$ cat config.mk
export PLATFORM = sky130hd
export DESIGN_NAME = tdm_tx_table_seq
export DESIGN_NICKNAME = d
export VERILOG_FILES = /design/src/rtl/ttseq_pkg.sv /design/src/rtl/ttseq_cfg.sv /design/src/rtl/ttseq_addr.sv /design/src/rtl/ttseq_decode.sv /design/src/rtl/tdm_tx_table_seq.sv
export SDC_FILE = /design/constraint.sdc
export NUM_CORES = 1
export LEC_CHECK = 0
export ABC_AREA = 1
export BUFFER_PORTS_ARGS = -buffer_cell sky130_fd_sc_hd__buf_4
export CORE_MARGIN = 2
export CORE_UTILIZATION = 50
export CTS_CLUSTER_DIAMETER = 40
export DETAILED_ROUTE_END_ITERATION = 8
export GPL_ROUTABILITY_DRIVEN = 0
export GPL_TIMING_DRIVEN = 0
export PLACE_DENSITY = 0.83
export SETUP_SLACK_MARGIN = 0.4
export SLEW_MARGIN = 20
export SYNTH_ARGS = -nofsm -noshare
export SYNTH_HDL_FRONTEND = slang
export SYNTH_SLANG_ARGS = --single-unit
$ cat constraint.sdc
create_clock -name clk -period 2.5 [get_ports clk]
set_input_delay 0.25 -clock clk [delete_from_list [all_inputs] [get_ports clk]]
set_output_delay 0.25 -clock clk [all_outputs]
set_load 0.02 [all_outputs]
$ cat src/rtl/ttseq_pkg.sv
package ttseq_pkg;
   localparam int unsigned WORD_W   = 16;
   localparam int unsigned SLOT_W   = 7;
   localparam int unsigned STREAM_W = 4;
   localparam int unsigned RSVD_W   = 4;

   typedef struct packed {
      logic                vld;
      logic [RSVD_W-1:0]   rsvd;
      logic [SLOT_W-1:0]   slot;
      logic [STREAM_W-1:0] stream;
   } tbl_word_t;

   typedef enum logic [1:0] {
      ST_IDLE = 2'd0,
      ST_READ = 2'd1,
      ST_CMD  = 2'd2
   } seq_state_t;
endpackage

$ cat src/rtl/ttseq_cfg.sv
module ttseq_cfg #(
   parameter int unsigned ADDR_W     = 21,
   parameter int unsigned ALIGN_BITS = 9,
   parameter int unsigned LEN_W      = 12,
   parameter int unsigned MIN_LEN    = 128,
   parameter int unsigned MAX_LEN    = 2048,
   parameter bit          LATCH_CFG  = 1'b1,
   localparam int unsigned HI_W      = ADDR_W - ALIGN_BITS
) (
   input  logic              clk,
   input  logic              rst,
   input  logic              load,
   input  logic [HI_W-1:0]   base_hi,
   input  logic [LEN_W-1:0]  len_raw,
   input  logic [ADDR_W-1:0] buf_raw,
   output logic [ADDR_W-1:0] tbl_base,
   output logic [LEN_W-1:0]  len_eff,
   output logic [ADDR_W-1:0] buf_base
);
   logic [LEN_W-1:0]  len_clamped;
   logic [ADDR_W-1:0] base_full;

   assign base_full = {base_hi, {ALIGN_BITS{1'b0}}};

   always_comb begin
      if (len_raw < LEN_W'(MIN_LEN))      len_clamped = LEN_W'(MIN_LEN);
      else if (len_raw > LEN_W'(MAX_LEN)) len_clamped = LEN_W'(MAX_LEN);
      else                                len_clamped = len_raw;
   end

   generate
      if (LATCH_CFG) begin : g_latched
         logic [ADDR_W-1:0] base_q;
         logic [LEN_W-1:0]  len_q;
         logic [ADDR_W-1:0] buf_q;
         always_ff @(posedge clk) begin
            if (rst) begin
               base_q <= '0;
               len_q  <= LEN_W'(MIN_LEN);
               buf_q  <= '0;
            end else if (load) begin
               base_q <= base_full;
               len_q  <= len_clamped;
               buf_q  <= buf_raw;
            end
         end
         assign tbl_base = base_q;
         assign len_eff  = len_q;
         assign buf_base = buf_q;
      end else begin : g_live
         logic unused_ok;
         assign unused_ok = &{1'b0, clk, rst, load};
         assign tbl_base  = base_full;
         assign len_eff   = len_clamped;
         assign buf_base  = buf_raw;
      end
   endgenerate

   p_len_range_r7: assert property (@(posedge clk) disable iff (rst)
      (len_eff >= LEN_W'(MIN_LEN)) && (len_eff <= LEN_W'(MAX_LEN)));
endmodule

$ cat src/rtl/ttseq_addr.sv
module ttseq_addr #(
   parameter int unsigned ADDR_W      = 21,
   parameter int unsigned IDX_W       = 11,
   parameter int unsigned ENTRY_BYTES = 2,
   parameter int unsigned BUF_BYTES   = 64,
   localparam int unsigned ENTRY_SH   = $clog2(ENTRY_BYTES),
   localparam int unsigned BUF_SH     = $clog2(BUF_BYTES)
) (
   input  logic [IDX_W-1:0]  idx,
   input  logic [ADDR_W-1:0] tbl_base,
   input  logic [ADDR_W-1:0] buf_base,
   output logic [ADDR_W-1:0] rd_addr,
   output logic [ADDR_W-1:0] dst_addr
);
   logic [ADDR_W-1:0] idx_w;
   assign idx_w    = ADDR_W'(idx);
   assign rd_addr  = tbl_base + (idx_w << ENTRY_SH);
   assign dst_addr = buf_base + (idx_w << BUF_SH);
endmodule

$ cat src/rtl/ttseq_decode.sv
module ttseq_decode
   import ttseq_pkg::*;
(
   input  logic [WORD_W-1:0]   word,
   output logic                vld,
   output logic [SLOT_W-1:0]   slot,
   output logic [STREAM_W-1:0] stream,
   output logic                rsvd_bad
);
   tbl_word_t w;
   assign w        = tbl_word_t'(word);
   assign vld      = w.vld;
   assign slot     = w.slot;
   assign stream   = w.stream;
   assign rsvd_bad = |w.rsvd;
endmodule

$ cat src/rtl/tdm_tx_table_seq.sv
module tdm_tx_table_seq
   import ttseq_pkg::*;
#(
   parameter int unsigned ADDR_W      = 21,
   parameter int unsigned ALIGN_BITS  = 9,
   parameter int unsigned MIN_LEN     = 128,
   parameter int unsigned MAX_LEN     = 2048,
   parameter int unsigned LEN_W       = 12,
   parameter int unsigned ENTRY_BYTES = 2,
   parameter int unsigned BUF_BYTES   = 64,
   parameter bit          LATCH_CFG   = 1'b1,
   localparam int unsigned IDX_W      = $clog2(MAX_LEN),
   localparam int unsigned HI_W       = ADDR_W - ALIGN_BITS
) (
   input  logic                clk,
   input  logic                rst,
   input  logic                frame_start,
   input  logic [HI_W-1:0]     tbl_base_hi,
   input  logic [LEN_W-1:0]    tbl_len,
   input  logic [ADDR_W-1:0]   buf_base,
   output logic                mem_req,
   output logic [ADDR_W-1:0]   mem_addr,
   input  logic                mem_ack,
   input  logic [WORD_W-1:0]   mem_rdata,
   output logic                cmd_valid,
   input  logic                cmd_ready,
   output logic [STREAM_W-1:0] cmd_stream,
   output logic [SLOT_W-1:0]   cmd_slot,
   output logic [IDX_W-1:0]    cmd_index,
   output logic [ADDR_W-1:0]   cmd_addr,
   output logic                rsvd_err
);
   generate
      if (MIN_LEN > MAX_LEN) begin : g_chk_order
         $error("MIN_LEN exceeds MAX_LEN");
      end
      if (LEN_W <= IDX_W) begin : g_chk_lenw
         $error("LEN_W too narrow for MAX_LEN");
      end
      if ((1 << ALIGN_BITS) < ENTRY_BYTES * 2) begin : g_chk_align
         $error("alignment smaller than entry pair");
      end
      if ((1 << $clog2(BUF_BYTES)) != BUF_BYTES) begin : g_chk_buf
         $error("BUF_BYTES must be a power of two");
      end
      if ((1 << $clog2(ENTRY_BYTES)) != ENTRY_BYTES) begin : g_chk_ent
         $error("ENTRY_BYTES must be a power of two");
      end
   endgenerate

   seq_state_t          state;
   logic [IDX_W-1:0]    idx;
   logic [SLOT_W-1:0]   slot_q;
   logic [STREAM_W-1:0] stream_q;
   logic                err_q;

   logic [ADDR_W-1:0]   tbl_base_e;
   logic [LEN_W-1:0]    len_e;
   logic [ADDR_W-1:0]   buf_base_e;
   logic [ADDR_W-1:0]   rd_addr;
   logic [ADDR_W-1:0]   dst_addr;
   logic                dec_vld;
   logic [SLOT_W-1:0]   dec_slot;
   logic [STREAM_W-1:0] dec_stream;
   logic                dec_rsvd;
   logic                cfg_load;
   logic                at_last;

   assign cfg_load = (state == ST_IDLE) && frame_start;
   assign at_last  = (LEN_W'(idx) == (len_e - LEN_W'(1)));

   ttseq_cfg #(
      .ADDR_W(ADDR_W), .ALIGN_BITS(ALIGN_BITS), .LEN_W(LEN_W),
      .MIN_LEN(MIN_LEN), .MAX_LEN(MAX_LEN), .LATCH_CFG(LATCH_CFG)
   ) u_cfg (
      .clk(clk), .rst(rst), .load(cfg_load),
      .base_hi(tbl_base_hi), .len_raw(tbl_len), .buf_raw(buf_base),
      .tbl_base(tbl_base_e), .len_eff(len_e), .buf_base(buf_base_e)
   );

   ttseq_addr #(
      .ADDR_W(ADDR_W), .IDX_W(IDX_W),
      .ENTRY_BYTES(ENTRY_BYTES), .BUF_BYTES(BUF_BYTES)
   ) u_addr (
      .idx(idx), .tbl_base(tbl_base_e), .buf_base(buf_base_e),
      .rd_addr(rd_addr), .dst_addr(dst_addr)
   );

   ttseq_decode u_dec (
      .word(mem_rdata), .vld(dec_vld), .slot(dec_slot),
      .stream(dec_stream), .rsvd_bad(dec_rsvd)
   );

   always_ff @(posedge clk) begin
      if (rst) begin
         state    <= ST_IDLE;
         idx      <= '0;
         slot_q   <= '0;
         stream_q <= '0;
         err_q    <= 1'b0;
      end else begin
         case (state)
            ST_IDLE: begin
               if (frame_start) begin
                  state <= ST_READ;
                  idx   <= '0;
               end
            end
            ST_READ: begin
               if (mem_ack) begin
                  slot_q   <= dec_slot;
                  stream_q <= dec_stream;
                  if (dec_rsvd) err_q <= 1'b1;
                  if (dec_vld) begin
                     state <= ST_CMD;
                  end else if (at_last) begin
                     state <= ST_IDLE;
                     idx   <= '0;
                  end else begin
                     idx <= idx + IDX_W'(1);
                  end
               end
            end
            ST_CMD: begin
               if (cmd_ready) begin
                  if (at_last) begin
                     state <= ST_IDLE;
                     idx   <= '0;
                  end else begin
                     state <= ST_READ;
                     idx   <= idx + IDX_W'(1);
                  end
               end
            end
            default: state <= ST_IDLE;
         endcase
      end
   end

   assign mem_req    = (state == ST_READ);
   assign mem_addr   = rd_addr;
   assign cmd_valid  = (state == ST_CMD);
   assign cmd_stream = stream_q;
   assign cmd_slot   = slot_q;
   assign cmd_index  = idx;
   assign cmd_addr   = dst_addr;
   assign rsvd_err   = err_q;

   p_req_hold_r2: assert property (@(posedge clk) disable iff (rst)
      (mem_req && !mem_ack) |=> (mem_req && $stable(mem_addr)));

   p_first_read_r3: assert property (@(posedge clk) disable iff (rst)
      (!mem_req && !cmd_valid && frame_start) |=> (mem_req && (mem_addr == tbl_base_e)));

   p_cmd_hold_r9: assert property (@(posedge clk) disable iff (rst)
      (cmd_valid && !cmd_ready) |=> (cmd_valid && !mem_req && $stable(cmd_index)
                                     && $stable(cmd_slot) && $stable(cmd_stream)
                                     && $stable(cmd_addr)));

   p_idx_bound_r7: assert property (@(posedge clk) disable iff (rst)
      cmd_valid |-> (LEN_W'(cmd_index) < len_e));

   p_err_sticky_r10: assert property (@(posedge clk) disable iff (rst)
      rsvd_err |=> rsvd_err);

   p_no_cmd_on_invalid_r5: assert property (@(posedge clk) disable iff (rst)
      (mem_req && mem_ack && !mem_rdata[WORD_W-1]) |=> !cmd_valid);
endmodule

==> results.toml, run 1 <==
[yosys]
syn-instance-count = 587
synth-edff-count = 0
synthFlopType = "dfxtp_1"
yosysUniqueCellTypes = 39
avgSynthCellArea_um2 = 7.00
synth_top_area_cell = "dfxtp_1"
synth_area_leaders = "dfxtp_1 34%, nor2_1 11%, nand2_1 9.0%, o21ai_0 6.6%, ha_1 6.1%"
syn-num-nets = 675
yosysMostFrequentCell = "nor2_1"
synth_top_area_share_pct = 34.1
ys_async_sr_fraction_pct = 0
netlist_area_um2 = 4110
ys_seq_elements = 70
ys_warn_count = 0
synth.yosys.seq_area_share_pct = 34.1
netlist_top_cells_count = "115 x nor2_1, 98 x nand2_1, 70 x dfxtp_1, 54 x o21ai_0, 44 x inv_1"

[detailed_routing]
vias_per_cell = 5.31
postRouteWirelength_um = 14100
final_antenna_net_count = 0
dr.pass1.iters = 5
drtIter0Drc = 322
wl_per_cell_um = 16.0
num_vias = 4677
drc = 0

[status]
violations = "setup timing"
outcome = "complete, but fails checks"

[worst_setup_path]
crit_path_end_kind = "output pin"
critPathLaunchType = "register"
path_cells = "ha_4, inv_2, fa_2, o21ai_4, a21oi_4, o21ai_2, nand2_1, nand2_2, buf_4, xor2_2, buf_6"
worst_ep_required_time_ns = 2.25
path_max_fanout = 2
cp.arrival_ns = 2.29
cp_slowest_cell = "dfxtp_4"
slowest_delay_ns = 0.37
worstSetupPathType = "register to output pin"

[timing]
rsz0062_at_grt = "true"
setup_violations = 5
timing.final.crit_share_pct = 102
fmax_mhz = 393
fin_skew_ns = 0.00614
hold_viol = 0
max_slew_margin_pct = 57.4
hold_ws_ns = 0.148
period_minus_slack_ns = 2.54
tightestPinTransition_ns = 0.639
maxSlewViolCount = 0
setup_slack_ns = -0.0423

[power_and_ir_drop]
power-per-cell-area_nw_per_um2 = 638
p_leak_nw = 2.95
p_total_mw = 4.11
ir_worst_vdd_v = 0.000448

[layout]
finalNonFillerCells = 881
layout-drive-gt1-share_pct = 40.5
nets = 859
n_antenna_cell = 0
syn2layout_area_growth_pct = 56.7

[global_route]
grt_util_met2_pct = 53.0
antenna_found_initial = 0
use_met3_pct = 5.75
grt_use_met1_pct = 33.8
grt_pass1_vias = 4385
grt_pass1_wl_um = 20400
grt_max_degree = 13
grt_use_total_pct = 29.2
grt_busiest_layer = "met2"
grt_overflow = 0

[cts]
clock_path_buffers = 2
cts.sinks = 70
clockRootBuffer = "clkbuf_8"
ctsHoldBuffers = 0
cts_made_buffers = 9
clkTransAtPathRegs_ns = 0.08
insertion_delay_ns = 0.35
cts_tree = "yes"
htreeDepth = 3

[place]
dp_cells = 822
io_buffers = 130
dp_hpwl_um = 8590

[hold_path]
hold_path.class = "input pin to register"

[floorplanning]
core_um2 = 8090
dieArea_um2 = 8950
dieWidth_um = 94.6
initial_core_util_pct = 50.7
die_h_um = 94.6
pin_count = 133
core.rowCount = 33

[run]
drv_cap = 0
[metal layers]
layer	share of wire (%)	vias to the layer above
met3	7.2	40
li1	-	2256
met1	38	2161
met2	52	220
met5	0	-
met4	2.7	0
[report_power, final]
part	internal [mW]	switching [mW]	total [mW]
combinational	0.684	0.936	1.62
clock	0.592	0.463	1.05
sequential	1.27	0.162	1.43
total	2.55	1.56	4.11
[state kept, by name, indices dropped and copies added (netlist names)]
name	cells
state	2
u_cfg.tbl_base	12
cmd_slot	7
cmd_index	11
u_cfg.buf_base	21
rsvd_err	1
u_cfg.len_eff	12
cmd_stream	4
[critical path: cells and delay by family, from the launching register on]
family	cells	cell delay (ns)
simple gates	2	0.17
fa+ha+maj	2	0.51
compound gates	3	0.44
buf+inv	3	0.31
flops	1	0.37
xor+xnor	1	0.14
[layout make-up]
class | count | area, um2
Multi-Input combinational cell | 434 | 2850
Fill cell | 541 | 1660
Sequential cell | 70 | 1460
Timing Repair Buffer | 173 | 1390
Buffer | 37 | 219
Inverter | 46 | 175
Clock buffer | 11 | 141
Tap cell | 105 | 131
Clock inverter | 5 | 81.3
[kinds of logic after synthesis]
logic type                 count (synthesis)  synth area share (%)
xor gates and xnor gates                  33                  7.40
other                                      1                0.0913
and+or+nand+nor                          271                  28.5
adders and majority gates                 22                  7.07
buffers and inverters                     83                  9.20
DFF                                       70                  34.1
AOI/OAI and AO/OA                        107                  13.6
[cells in the final DEF (no fill, tap or decap), types with 3 or more instances in the layout]
cell type	netlist	routed
a21oi_1	40	33
a21oi_2	1	3
a21oi_4	0	5
buf_4	15	165
buf_6	1	26
clkbuf_1	19	19
clkbuf_8	0	10
dfxtp_1	70	52
dfxtp_2	0	5
dfxtp_4	0	13
ha_1	20	7
ha_4	0	11
inv_1	44	39
inv_2	2	6
nand2_1	98	88
nand2_2	2	10
nand3_1	24	21
nand3_2	2	4
nand3b_1	5	5
nand4_1	6	6
nor2_1	115	108
nor2_2	5	11
nor2_4	3	4
nor3_1	5	3
nor3_4	1	3
o21ai_0	54	52
xnor2_1	14	4
xnor2_2	0	8
xor2_1	18	13
xor2_2	0	5
[per-stage QoR]
stage                     utilization, %  setup slack, ns  setup TNS, ns  instance area, um2
final                               79.5          -0.0423         -0.162                6440
after global routing                79.5           -0.136         -0.690                6440
after floorplan                        -            0.338              0                4290
after global placement              66.7            0.180              0                5400
after detailed placement            66.7            0.134              0                5400
after CTS                           75.6          0.00455              0                6120
[what timing repair did]
| action | in CTS | in global routing |
|---|---|---|
| endpoints found under the setup margin | 28 | 33 |
| setup buffers | 31 | 11 |
| gates cloned | 0 | 1 |
| gates resized for setup | 64 | 59 |
| pin swaps | 24 | 16 |
[final timing paths]
path	start	end	slack [ns]	depth (start not counted)
max	u_cfg.buf_base[6]	cmd_addr[18]	-0.04	11
max reg2reg	u_cfg.len_eff[0]	cmd_index[7]	0.49	16
min	tbl_base_hi[10]	u_cfg.tbl_base[19]	0.15	3
min reg2reg	rsvd_err	rsvd_err	0.46	2
Power figures use the tool's default switching activity.
==> run 2, diff against run 1 <==
- CELL_PAD_IN_SITES_DETAIL_PLACEMENT: default -> 0
- CELL_PAD_IN_SITES_GLOBAL_PLACEMENT: default -> 1
- CORE_UTILIZATION: 50 -> 36
- PLACE_DENSITY: 0.83 -> 0.85
==> run 2 against run 1 <==
The flow now finishes without violations. First-iteration DRC count down 45%. Final cell count up 4.5%. Sequential share of layout area down 0.88 points. Die area increased by 37%.
==> results.toml, run 2 (synthesis results as in run 1) <==
[run]
drv_cap = 0

[power_and_ir_drop]
power-per-cell-area_nw_per_um2 = 696
ir_worst_vdd_v = 0.000358
p_total_mw = 4.61
p_leak_nw = 2.97

[global_route]
grt_pass1_wl_um = 19700
grt_overflow = 0
grt_max_degree = 13
antenna_found_initial = 0
grt_use_total_pct = 19.8
grt_pass1_vias = 4251

[floorplanning]
die_h_um = 111
core.rowCount = 39
core_um2 = 11300
pin_count = 133
dieArea_um2 = 12300
initial_core_util_pct = 36.4
dieWidth_um = 111

[timing]
tightestPinTransition_ns = 0.591
setup_violations = 0
fmax_mhz = 402
rsz0062_at_grt = "true"
timing.final.crit_share_pct = 99.4
maxSlewViolCount = 0
hold_viol = 0
fin_skew_ns = 0.00327
period_minus_slack_ns = 2.49
max_slew_margin_pct = 60.6
setup_slack_ns = 0.0143

[worst_setup_path]
timing.rr.start = "u_cfg.len_eff[0]"
endpoint = "cmd_addr[14]"
startpoint = "cmd_index[0]"
cp.depth = 11
slowest_delay_ns = 0.36
critPathLaunchType = "register"
crit_path_end_kind = "output pin"
cp_slowest_cell = "dfxtp_4"
rrSetupSlack_ns = 0.54
cp.arrival_ns = 2.24
cp_top_family = "buffers and inverters"
r2r_cells = 16
worstSetupPathType = "register to output pin"
crit_top_cell = "buf_6"
path_max_fanout = 2
worst_r2r_endpoint = "cmd_index[3]"
path_buf_inv = 6
path_cells = "ha_4, inv_2, fa_2, o21ai_4, a21oi_4, buf_4, buf_6, buf_6, buf_6, xnor2_4, buf_6"
worst_ep_required_time_ns = 2.25

[layout]
nets = 861
n_antenna_cell = 0
layout-drive-gt1-share_pct = 40.6
syn2layout_area_growth_pct = 61.4
utilization_pct = 58.8
layout_common_cells = "166 x buf_4, 108 x nor2_1, 87 x nand2_1"
final_common_cell = "buf_4"
largest_reg_flops = 21

[detailed_routing]
num_vias = 4407
dr.pass1.iters = 4
final_antenna_net_count = 0
wl_per_cell_um = 13.6
drtIter0Drc = 177
drc = 0
postRouteWirelength_um = 12600
vias_per_cell = 4.79

[cts]
clkTransAtPathRegs_ns = 0.06
ctsHoldBuffers = 0
cts_made_buffers = 9
clock_path_buffers = 2
cts.sinks = 70
clockRootBuffer = "clkbuf_16"
insertion_delay_ns = 0.33
cts_tree = "yes"
htreeDepth = 3

[place]
dp_hpwl_um = 8890
io_buffers = 130
place_ws_ns = 0.136

[hold_path]
hold_path.class = "input pin to register"
hp-start = "mem_rdata[8]"

[status]
outcome = "complete, no violations"
[run 2: cell types whose count changed in the layout (fill, tap and decap cells not counted), sizes merged]
cell,change
clkinvlp,-1
clkinv,-1
buf,+2
bufinv,+2
[run 2: layer usage]
layer,share of wire [%],track usage [%],vias to the layer above
met5,0,0,-
met4,1.6,5.50,0
met3,6.1,5.19,15
met2,49,34.8,119
met1,44,23.8,2012
li1,-,-,2261
[run 2: layout make-up]
type | instances | area [um2]
plain buffers | 37 | 216
clock buffers | 11 | 243
clock inverters | 5 | 129
fillers | 1023 | 4650
inverters | 46 | 175
multi-input cells | 434 | 2840
flip-flops and latches | 70 | 1440
well taps | 143 | 179
repair buffers | 175 | 1400
[run 2: worst min-delay path by stage]
stage	end	slack (ns)	cells past startpoint
after floorplan	u_cfg.len_eff[0]	0.39	2
after CTS	cmd_slot[4]	0.16	3
final	cmd_slot[4]	0.17	3
after detailed placement	rsvd_err	0.47	2
after global placement	rsvd_err	0.44	2
after global routing	u_cfg.buf_base[18]	0.18	3
[run 2: what timing repair did]
action / in CTS / in global routing
setup endpoints to repair: 29 / 36
cloned: 0 / 2
resized for setup: 69 / 53
pin swaps: 21 / 20
buffers inserted: 27 / 16
[run 2: through the flow]
| step | std cells | TNS (ns) | hold WS (ns) | area, um2 |
|---|---|---|---|---|
| after CTS | 903 | -0.00499 | 0.160 | 6310 |
| after floorplan | 587 | 0 | 0.393 | 4290 |
| after global routing | 921 | -0.162 | 0.181 | 6630 |
| after global placement | 860 | 0 | 0.441 | 5450 |
| final | 921 | 0 | 0.168 | 6630 |
| after detailed placement | 860 | 0 | 0.470 | 5450 |
[run 2: worst register-to-register path, cell delays in order, from the launching register on]
cell and delay (ns):
dfxtp_2 0.36, inv_4 0.05, ha_4 0.16, buf_6 0.13
inv_2 0.05, nand2_1 0.05, nand3_2 0.06, nand2_1 0.07
nor2_2 0.12, nand2_2 0.07, nor2_2 0.09, nand3_2 0.12
nor2_4 0.16, inv_2 0.07, buf_6 0.13, nand4_1 0.09
a21oi_2 0.06
[run 2: power breakdown]
part / internal, mW / switching, mW
Combinational: 0.685 / 0.900
Clock: 1.11 / 0.494
Sequential: 1.27 / 0.156
Total: 3.06 / 1.55
